## src/rtl/int_exec_pkg.sv

```systemverilog
package int_exec_pkg;

  localparam int XLEN    = 32;
  localparam int IMM_W   = 16;
  localparam int SHAMT_W = 5;
  localparam int OP_W    = 4;

  typedef enum logic [OP_W-1:0] {
    OP_ADD  = 4'd0,
    OP_SUB  = 4'd1,
    OP_AND  = 4'd2,
    OP_OR   = 4'd3,
    OP_XOR  = 4'd4,
    OP_NOR  = 4'd5,
    OP_SLL  = 4'd6,
    OP_SRL  = 4'd7,
    OP_SRA  = 4'd8,
    OP_SLT  = 4'd9,
    OP_SLTU = 4'd10
  } exec_op_e;

  typedef enum logic [1:0] {
    BW_AND = 2'd0,
    BW_OR  = 2'd1,
    BW_XOR = 2'd2,
    BW_NOR = 2'd3
  } bitwise_e;

  // Operations whose immediate is widened with its sign bit.
  function automatic logic op_wants_sext(logic [OP_W-1:0] op);
    return (op == OP_ADD) || (op == OP_SUB) || (op == OP_SLT);
  endfunction

  // Operations that take the adder with an inverted second operand.
  function automatic logic op_wants_sub(logic [OP_W-1:0] op);
    return (op == OP_SUB) || (op == OP_SLT) || (op == OP_SLTU);
  endfunction

endpackage

```

## src/rtl/imm_widen.sv

```systemverilog
module imm_widen
  import int_exec_pkg::*;
#(
  parameter int DW = XLEN,
  parameter int IW = IMM_W
) (
  input  logic [IW-1:0] imm_in,
  input  logic          sext_en,
  output logic [DW-1:0] imm_out
);

  localparam int PAD = DW - IW;

  logic fill_bit;

  always_comb begin
    fill_bit = sext_en & imm_in[IW-1];
    imm_out  = {{PAD{fill_bit}}, imm_in};
  end

endmodule

```

## src/rtl/add_compare.sv

```systemverilog
module add_compare #(
  parameter int DW = 32
) (
  input  logic [DW-1:0] lhs,
  input  logic [DW-1:0] rhs,
  input  logic          subtract,
  output logic [DW-1:0] sum,
  output logic          less_signed,
  output logic          less_unsigned
);

  logic [DW-1:0] rhs_eff;
  logic [DW:0]   wide_sum;
  logic          carry_out;
  logic          sign_differs;

  always_comb begin
    rhs_eff   = rhs ^ {DW{subtract}};
    wide_sum  = {1'b0, lhs} + {1'b0, rhs_eff} + {{DW{1'b0}}, subtract};
    sum       = wide_sum[DW-1:0];
    carry_out = wide_sum[DW];
    // lhs - rhs borrows exactly when lhs < rhs unsigned.
    less_unsigned = ~carry_out;
    sign_differs  = lhs[DW-1] ^ rhs[DW-1];
    less_signed   = sign_differs ? lhs[DW-1] : sum[DW-1];
  end

endmodule

```

## src/rtl/bitwise_unit.sv

```systemverilog
module bitwise_unit
  import int_exec_pkg::*;
#(
  parameter int DW = XLEN
) (
  input  logic [DW-1:0] lhs,
  input  logic [DW-1:0] rhs,
  input  bitwise_e      func,
  output logic [DW-1:0] out
);

  logic [DW-1:0] or_val;

  always_comb begin
    or_val = lhs | rhs;
    unique case (func)
      BW_AND:  out = lhs & rhs;
      BW_OR:   out = or_val;
      BW_XOR:  out = lhs ^ rhs;
      BW_NOR:  out = ~or_val;
      default: out = '0;
    endcase
  end

endmodule

```

## src/rtl/barrel_shift.sv

```systemverilog
module barrel_shift #(
  parameter int DW = 32,
  parameter int SW = 5
) (
  input  logic [DW-1:0] data_in,
  input  logic [SW-1:0] amount,
  input  logic          to_left,
  input  logic          arith,
  output logic [DW-1:0] data_out
);

  logic [DW-1:0] rev_in;
  logic [DW-1:0] stage [SW+1];
  logic [DW-1:0] rev_out;
  logic          fill;

  // Left shifts reuse the right-shifting network on a bit-reversed word.
  for (genvar b = 0; b < DW; b++) begin : g_rev
    assign rev_in[b]  = data_in[DW-1-b];
    assign rev_out[b] = stage[SW][DW-1-b];
  end

  assign fill     = arith & ~to_left & data_in[DW-1];
  assign stage[0] = to_left ? rev_in : data_in;

  for (genvar s = 0; s < SW; s++) begin : g_stage
    localparam int STEP = 1 << s;
    assign stage[s+1] = amount[s]
      ? {{STEP{fill}}, stage[s][DW-1:STEP]}
      : stage[s];
  end

  assign data_out = to_left ? rev_out : stage[SW];

endmodule

```

## src/rtl/int_exec_unit.sv

```systemverilog
module int_exec_unit
  import int_exec_pkg::*;
(
  input  logic [OP_W-1:0]    op_sel,
  input  logic [XLEN-1:0]    opnd_a,
  input  logic [XLEN-1:0]    opnd_b,
  input  logic [IMM_W-1:0]   imm,
  input  logic [SHAMT_W-1:0] shamt,
  input  logic               use_imm,
  output logic [XLEN-1:0]    result
);

  localparam int HI_W = XLEN - IMM_W;

  logic [XLEN-1:0] imm_wide;
  logic [XLEN-1:0] opnd_second;
  logic [XLEN-1:0] arith_sum;
  logic            lt_s;
  logic            lt_u;
  logic [XLEN-1:0] bw_out;
  logic [XLEN-1:0] sh_out;
  bitwise_e        bw_func;
  logic            sext_en;
  logic            sub_en;
  logic            sh_left;
  logic            sh_arith;

  always_comb begin
    sext_en  = op_wants_sext(op_sel);
    sub_en   = op_wants_sub(op_sel);
    sh_left  = (op_sel == OP_SLL);
    sh_arith = (op_sel == OP_SRA);
    unique case (op_sel)
      OP_OR:   bw_func = BW_OR;
      OP_XOR:  bw_func = BW_XOR;
      OP_NOR:  bw_func = BW_NOR;
      default: bw_func = BW_AND;
    endcase
  end

  imm_widen #(.DW(XLEN), .IW(IMM_W)) u_widen (
    .imm_in  (imm),
    .sext_en (sext_en),
    .imm_out (imm_wide)
  );

  assign opnd_second = use_imm ? imm_wide : opnd_b;

  add_compare #(.DW(XLEN)) u_addcmp (
    .lhs           (opnd_a),
    .rhs           (opnd_second),
    .subtract      (sub_en),
    .sum           (arith_sum),
    .less_signed   (lt_s),
    .less_unsigned (lt_u)
  );

  bitwise_unit #(.DW(XLEN)) u_bitwise (
    .lhs  (opnd_a),
    .rhs  (opnd_second),
    .func (bw_func),
    .out  (bw_out)
  );

  barrel_shift #(.DW(XLEN), .SW(SHAMT_W)) u_shift (
    .data_in  (opnd_a),
    .amount   (shamt),
    .to_left  (sh_left),
    .arith    (sh_arith),
    .data_out (sh_out)
  );

  always_comb begin
    unique case (op_sel)
      OP_ADD, OP_SUB:                  result = arith_sum;
      OP_AND, OP_OR, OP_XOR, OP_NOR:   result = bw_out;
      OP_SLL, OP_SRL, OP_SRA:          result = sh_out;
      OP_SLT:                          result = {{(XLEN-1){1'b0}}, lt_s};
      OP_SLTU:                         result = {{(XLEN-1){1'b0}}, lt_u};
      default:                         result = '0;
    endcase
  end

  always_comb begin
    if (use_imm && (op_sel == OP_ADD || op_sel == OP_SUB || op_sel == OP_SLT)) begin

      sext_upper_chk: assert (opnd_second[XLEN-1:IMM_W] == {HI_W{imm[IMM_W-1]}})
        else $error("immediate not sign-extended");
    end
    if (use_imm && (op_sel inside {OP_AND, OP_OR, OP_XOR, OP_NOR, OP_SLTU})) begin

      zext_upper_chk: assert (opnd_second[XLEN-1:IMM_W] == '0)
        else $error("immediate not zero-extended");
    end
    if (op_sel == OP_SLT || op_sel == OP_SLTU) begin

      cmp_bool_chk: assert (result[XLEN-1:1] == '0)
        else $error("compare result not 0/1");
    end
    if (op_sel > OP_SLTU) begin

      unknown_zero_chk: assert (result == '0)
        else $error("unused op select gave nonzero result");
    end
    if ((op_sel == OP_SLL || op_sel == OP_SRL || op_sel == OP_SRA) && shamt == '0) begin

      shift_zero_chk: assert (result == opnd_a)
        else $error("shift by zero changed operand");
    end
  end

endmodule

```

## config.mk

```make
export PLATFORM = sky130hd
export DESIGN_NAME = int_exec_unit
export DESIGN_NICKNAME = d
export VERILOG_FILES = /design/src/rtl/int_exec_pkg.sv /design/src/rtl/imm_widen.sv /design/src/rtl/add_compare.sv /design/src/rtl/bitwise_unit.sv /design/src/rtl/barrel_shift.sv /design/src/rtl/int_exec_unit.sv
export SDC_FILE = /design/constraint.sdc
export NUM_CORES = 1
export LEC_CHECK = 0
export ABC_AREA = 1
export BUFFER_PORTS_ARGS = -buffer_cell sky130_fd_sc_hd__buf_2
export CAP_MARGIN = 15
export CELL_PAD_IN_SITES_DETAIL_PLACEMENT = 2
export CELL_PAD_IN_SITES_GLOBAL_PLACEMENT = 2
export CORE_MARGIN = 3
export CORE_UTILIZATION = 28
export DETAILED_ROUTE_END_ITERATION = 16
export PLACE_DENSITY_LB_ADDON = 0.1
export SYNTH_ARGS = -nofsm -noshare
export SYNTH_HDL_FRONTEND = slang
export SYNTH_HIERARCHICAL = 1
export SYNTH_SLANG_ARGS = --single-unit
export TNS_END_PERCENT = 20
```

## constraint.sdc

```tcl
create_clock -name vclk -period 3.2
set_clock_uncertainty 0.05 [all_clocks]
set_input_delay 0.32 -clock vclk [all_inputs]
set_output_delay 0.32 -clock vclk [all_outputs]
set_load 0.02 [all_outputs]
```

### After elaboration in Yosys (flattened, before gate mapping)

Index checks and enable logic that the tools add are counted.

* add/subtract/negate cells: 2
* eq/ne operators: 13
* multiplexer cells: 12
* bitwise logic cells: 11
* reduce and logical (&&, ||, !) cells: 9

Operator list (number)
* $mux 32: 8
* $pmux 32 s5: 1
* $pmux 32 s4: 1
* $xor 32x32->32: 2
* $add 32x32->33: 1
* $add 33x1->33: 1
* $and 32x32->32: 1
* $not 32->32: 1
* $or 32x32->32: 1
* $eq 4x3->1 const B: 4
* $eq 4x4->1 const B: 3
* $eq 4x2->1 const B: 2
* $pmux 2 s3: 1
* $eq 2x2->1 const B: 2
* $eq 4x1->1 const B: 1
* $logic_not 4->1: 1
* $logic_or 1x1->1: 4
* $reduce_or 4->1: 1
* $and 1x1->1: 3
* $reduce_or 3->1: 1
* $eq 2x1->1 const B: 1
* $logic_not 2->1: 1
* $not 1->1: 2
* $reduce_or 2->1: 1
* 2 further kinds: 2

* flip-flop bits (word level): 0
* bits of input ports: 90
* output and inout bits: 32
* word-level logic and storage cells: 47

### Depth between registers and ports, before layout

Gate-level depths: netlist of the first run.

* depth in word-level cells: 11
* mapped depth: 25
* mapped depth without buffers: 24

### Hierarchy

The synthesis of the first run kept the hierarchy.

Modules (own cells, without submodules)
* barrel_shift: instances 1, cells each 557, area an instance 2631.3 um^2
* add_compare: instances 1, cells each 401, area an instance 2313.5 um^2
* bitwise_unit: instances 1, cells each 343, area an instance 2094.5 um^2
* int_exec_unit: instances 1, cells each 203, area an instance 1078.5 um^2
* imm_widen: instances 1, cells each 34, area an instance 247.7 um^2

### Worst setup path before layout of the first run

No wires, ideal clock.

* kind: in2out
* start point: input port op_sel[1]
* end point: output port result[0]
* arrival: 3009 ps
* required time: 2830 ps
* slack: -179 ps
* stages on the path: 23
* path through: nor3_2 buf_2 inv_1 nand2_1 nand2_1 inv_1 buf_4 mux2_2 xor2_1 ha_1 a21oi_1 inv_1 nor2_1 a21oi_1 nor2_1 nand2_1 nand2_1 nand3_1 nand2_1 inv_1 nor2_1 nor2_1 nand2_1

* elaborated cells on any way between the ends: 43

RTL lines
* start: declaration: RTL line int_exec_unit.sv:4 `input logic [OP_W-1:0] op_sel,`
* $eq 4x1->1 / $logic_not 4->1 (equally long branches): RTL line int_exec_pkg.sv:31 `return (op == OP_ADD) || (op == OP_SUB) || (op == OP_SLT);`
* $logic_or 1x1->1
* $logic_or 1x1->1 *
* via sext_en: RTL line int_exec_unit.sv:23 `logic sext_en;`
* $and 1x1->1 *: RTL line imm_widen.sv:17 `fill_bit = sext_en & imm_in[IW-1];`
* via u_widen.fill_bit: RTL line imm_widen.sv:14 `logic fill_bit;`
* $mux 32 *: RTL line int_exec_unit.sv:47 `assign opnd_second = use_imm ? imm_wide : opnd_b;`
* via opnd_second[22]: RTL line int_exec_unit.sv:16 `logic [XLEN-1:0] opnd_second;`
* $xor 32x32->32 *: RTL line add_compare.sv:18 `rhs_eff = rhs ^ {DW{subtract}};`
* $add 32x32->33 *: RTL line add_compare.sv:19 `wide_sum = {1'b0, lhs} + {1'b0, rhs_eff} + {{DW{1'b0}}, subtract};`
* $add 33x1->33 *: RTL line add_compare.sv:19
* $mux 1 *: RTL line add_compare.sv:25 `less_signed = sign_differs ? lhs[DW-1] : sum[DW-1];`
* via lt_s: RTL line int_exec_unit.sv:18 `logic lt_s;`
* $pmux 32 s5 *: RTL line int_exec_unit.sv:74 `unique case (op_sel)`
* end: declaration: RTL line int_exec_unit.sv:10 `output logic [XLEN-1:0] result`

The timed path passes the listed nets; every way through them passes the cells marked *.

### Worst setup path after layout of the first run

* start point: input port op_sel[3]
* end point: output port result[26]

* elaborated cells on any way between the ends: 44

RTL lines
* $eq 4x1->1 / $logic_not 4->1 (equally long branches): RTL line int_exec_pkg.sv:31
* $logic_or 1x1->1
* $logic_or 1x1->1 *
* via sext_en: RTL line int_exec_unit.sv:23
* $and 1x1->1 *: RTL line imm_widen.sv:17
* $mux 32 *: RTL line int_exec_unit.sv:47
* via opnd_second[25]: RTL line int_exec_unit.sv:16
* $xor 32x32->32 *: RTL line add_compare.sv:18
* $add 32x32->33 *: RTL line add_compare.sv:19
* $add 33x1->33 *: RTL line add_compare.sv:19
* via arith_sum[26]: RTL line int_exec_unit.sv:17 `logic [XLEN-1:0] arith_sum;`
* $pmux 32 s5 *: RTL line int_exec_unit.sv:74

Marked as above.

==> impl_metrics.ini, run 1 <==
[finish]
seqCellArea_um2 = 0
fin_nets = 1971
areaGrowthSynthToFinish_pct = 49.1
clock_buffers = 0
stdcell_count = 2167
antenna_cells = 0
post-route-cell-area_um2 = 12500
seq_cell_count = 0
drive_gt1_frac = 0.387
num-fill-cells = 3568

[synth]
synth_top_area_frac = 0.235
yosys.area.top_type = nand3_1
ys_seq_area_frac = 0
synth_common_cells = nand2_1 (479), nand3_1 (393), inv_1 (148), ha_1 (95), nor2_1 (58)
syn_area_per_cell_um2 = 5.44
syn-cell-area_um2 = 8370
yosysMostFrequentCell = nand2_1
synth_nets = 1724
yosysUniqueCellTypes = 40
synth.area.top_cells = nand3_1 (24%), nand2_1 (21%), ha_1 (14%), inv_1 (6.6%), xor2_1 (5.0%)
syn_inst = 1538
yosysWarnings = 6

[floorplan]
core_region_area_um2 = 29100
die_h_um = 179
fp-row-count = 62
start_util = 0.288
die_w_um = 179
die_area_um2 = 32000
ios = 122

[global_route]
grt_pass1_vias = 12200
grt_overflow = 0
grt_use_total = 0.293
grt_pass1_wl_um = 72300
grt_max_degree = 66
antenna_found_initial = 0

[setup_path]
cp-end-kind = output pin
crit_path_max_incr_delay_ps = 290
crit_buf_inv = 7
crit_path_cell_trace = buf_8 > inv_6 > nor2_4 > nand3_4 > nand2_4 > nand2_8 > clkinvlp_4 > buf_6 > mux2_4 > xor2_2 > ha_4 > a21oi_4 > inv_1 > buf_6 > nor2_4 > nand2_1 > nor2_1 > nand2_2 > xor2_1 > nand2_1 > nand3_2 > buf_6
crit_family = simple AND/OR/NAND/NOR gates
cp_max_fo = 4
cp-start-kind = input port
worstPathRequired_ps = 2830
crit_top_cell = buf_6
worstPathArrival_ps = 3630
cpMaxStageDelayCell = xor2_1
path_class = input port to output pin

[placement]
place_area_um2 = 10300
dpl_worst_slack_ps = -728
dp_hpwl_um = 38500
gp_congestion = 0.927
dp_cells = 2116
io_buffers = 122

[detailed_routing]
ant_nets = 0
drtIter0Drc = 855
drcViolationCount = 0
routed-via-count = 12400
routed_wl_um = 59500
drt_pass1_iterations = 5
wire_per_inst_um = 27.5
vias_per_cell = 5.72

[run_status]
violations = negative setup slack
status = finished with violations

[power_and_ir_drop]
power_density_nw_per_um2 = 273
power_mw = 3.41
p_leak_nw = 6.46
vdd_drop_max_uv = 152

[sta]
fin_crit_sh = 1.25
layout_setup_ws_ps = -796
rsz0062_at_grt = true
finalSetupViolations = 30
whs_ps = 1240
tightest_slew_ps = 1120
finalHoldViolCount = 0
clock.fmax_ghz = 0.250
final.min_clock_period_ps = 4000
max_slew_margin = 0.252
slew_viol_final = 0

[min_path]
hold_path_depth = 7
hp-class = input port to output pin
holdCritStartpoint = op_sel[3]
holdPathEnd = result[0]

[cts]
cts_hold_buffers = 0

[run]
max_cap_violations = 0
-- cell families (layout without fill, tap and decap cells) --
kind of cell	after synthesis	after routing	synth area share
muxes	32	32	0.0431
AOI/OAI and AO/OA	76	76	0.0521
xor gates and xnor gates	54	54	0.0565
and+or+nand+nor	1012	1012	0.546
buffers and inverters	268	513	0.158
adders and majority gates	96	96	0.144
-- per-stage QoR --
step,setup TNS (ps),util
global placement,-8190,0.354
global route,-14210,0.429
floorplan,0,-
detailed placement,-11490,0.354
CTS,-7120,0.375
finish,-10890,0.429
-- report_power, final --
part	switching [mW]	total, mW	leakage (nW)	internal [mW]
Combinational	2.04	3.41	6.46	1.37
Clock	0	0	0	0
Sequential	0	0	0	0
-- cell type report --
type / count / area [um^2] / area share
Timing Repair inverter: 1 / 7.51 / 0.000602
Tap cell: 384 / 480 / 0.0385
Multi-Input combinational cell: 1270 / 8560 / 0.686
Timing Repair Buffer: 359 / 2830 / 0.227
Inverter: 153 / 592 / 0.0475
-- worst max-delay path by stage --
stage | start | end | cells after the start
6_report | op_sel[3] | result[26] | 22
5_1_grt | op_sel[3] | result[26] | 21
4_1_cts | op_sel[3] | result[0] | 25
3_5_place_dp | op_sel[3] | result[0] | 21
3_3_place_gp | op_sel[1] | result[0] | 20
2_1_floorplan | op_sel[1] | result[0] | 23
-- placed cells by master (no fill, tap or decap), drive strengths merged, types with 2 or more instances in the layout --
master	synthesis	layout
mux2	32	32
o21bai	4	4
buf	106	357
xnor2	6	6
a21o	3	3
nor4	2	2
ha	95	95
nand4	34	34
a21oi	43	43
nor3	4	4
o21ai	19	19
and2	2	2
inv	153	153
nand3	407	407
clkbuf	9	2
nor2	62	62
nand2	500	500
o21a	3	3
xor2	48	48
-- repair_timing --
| item | CTS | global route |
|---|---|---|
| setup buffers | 20 | 31 |
| pin swaps | 51 | 111 |
| resized for setup | 136 | 296 |
| setup endpoints to repair | 28 | 32 |
| gates cloned | 2 | 1 |
-- metal layers --
layer	GRT usage	routed length, um	vias up
li1	-	-	5516
met1	0.390	24100	6241
met2	0.531	29100	457
met3	0.00572	2770	176
met4	0.0536	3580	0
met5	0	0	-
Power figures use the tool's default switching activity.
==> run 2, diff against run 1 <==
CORE_UTILIZATION = 31   (was 28)
clock period = 4.3 ns   (was 3.2 ns; I/O delays follow)
==> run 2 against run 1 <==
  * First-iteration DRC count shrank 29%
  * Critical endpoint is now result[30]
  * Wire length shrank 27%
  * Design area shrank 26%
  * Highest routed layer unchanged
  * Critical path depth shrank 1
  * Worst hold slack gained 170 ps
  * The flow now finishes without violations
==> impl_metrics.ini, run 2 (synthesis gave the netlist of run 1 again) <==
[detailed_routing]
drt_pass1_iterations = 5
routed-via-count = 10800
routed_wl_um = 43300
ant_nets = 0
vias_per_cell = 5.55
drtIter0Drc = 611
wire_per_inst_um = 22.2
drcViolationCount = 0

[floorplan]
core_region_area_um2 = 26300
fp-row-count = 59
die_area_um2 = 29000
die_h_um = 170
die_w_um = 170
ios = 122
start_util = 0.318

[setup_path]
cp-end-kind = output pin
cp-startpoint = op_sel[2]
worstPathRequired_ps = 3820
cp-start-kind = input port
crit_top_cell = nand2_1
path_class = input port to output pin
crit_buf_inv = 4
crit_path_max_incr_delay_ps = 390
cpMaxStageDelayCell = ha_1
cp_max_fo = 13
crit_family = simple AND/OR/NAND/NOR gates
crit_path_cell_trace = buf_2 > nor2_4 > nand3_1 > nand2_1 > nand2_1 > inv_1 > buf_4 > mux2_2 > xor2_1 > ha_1 > a21oi_1 > o21ai_0 > a21oi_1 > nor2_1 > nor2_1 > nand2_1 > nand2_1 > nand2_1 > nand2_1 > nand3_1 > buf_2
worstPathArrival_ps = 3680

[sta]
rsz0062_at_grt = true
whs_ps = 1410
finalHoldViolCount = 0
finalSetupViolations = 0
slew_viol_final = 0
tns_ps = 0
clock.fmax_ghz = 0.241
fin_crit_sh = 0.967
max_slew_margin = 0.400
layout_setup_ws_ps = 144
final.min_clock_period_ps = 4160
tightest_slew_ps = 898

[min_path]
hp-class = input port to output pin
holdCritStartpoint = op_sel[0]

[finish]
fin_nets = 1799
stdcell_count = 1947
seq_cell_count = 0
multi_input_area_um2 = 7130
drive_gt1_frac = 0.178
areaGrowthSynthToFinish_pct = 10.9
final_common_cell = nand2_1
clock_buffers = 0
final_cell_mix = nand2_1 (478), nand3_1 (393), inv_1 (147), buf_2 (121), ha_1 (95)
seqCellArea_um2 = 0
num-fill-cells = 3536

[cts]
cts_hold_buffers = 0

[placement]
io_buffers = 122
dp_cells = 1944
dpl_worst_slack_ps = 134
dp_hpwl_um = 35900
gp_congestion = 0.921

[run]
max_cap_violations = 0

[global_route]
grt_use_total = 0.291
grt_pass1_vias = 11200
grt_max_degree = 65
grt_overflow = 0
grt_pass1_wl_um = 65800
antenna_found_initial = 0

[run_status]
status = completed
==> run 2: changes by cell type in the layout (fill, tap and decap cells not counted), moves of 27 or more <==
cell     delta
nand2_2    -42
nand2_1    +67
nand3_1    +28
buf_4     -140
buf_6      -44
nor2_1     +36
a21oi_1    +27
==> run 2: repair_timing <==
item | 4_1_cts | 5_1_grt
gates resized for setup | 0 | 17
buffers inserted | 0 | 2
setup endpoints to repair | 0 | 9
==> run 2: metal layers <==
layer / wire length [um] / up-vias / global-route usage
met3: 1550 / 60 / 0.0216
met4: 1710 / 0 / 0.0942
met1: 19700 / 5355 / 0.389
met2: 20400 / 218 / 0.497
met5: 0 / - / 0
li1: - / 5172 / -
==> run 2: stage by stage <==
| stage | area [um^2] | util |
|---|---|---|
| floorplan | 8370 | - |
| global placement | 9200 | 0.350 |
| detailed placement | 9200 | 0.350 |
| CTS | 9200 | 0.350 |
| global route | 9270 | 0.353 |
| finish | 9280 | 0.353 |
==> run 2: final timing paths <==
path / to / cells past startpoint
worst max-delay path: result[30] / 21
worst min-delay path: result[0] / 6
==> run 2: cell type report <==
class / instances / area share
diodes: 1 / 0.000270
inverters: 153 / 0.0619
multi-input cells: 1270 / 0.769
well taps: 335 / 0.0452
repair buffers: 188 / 0.124
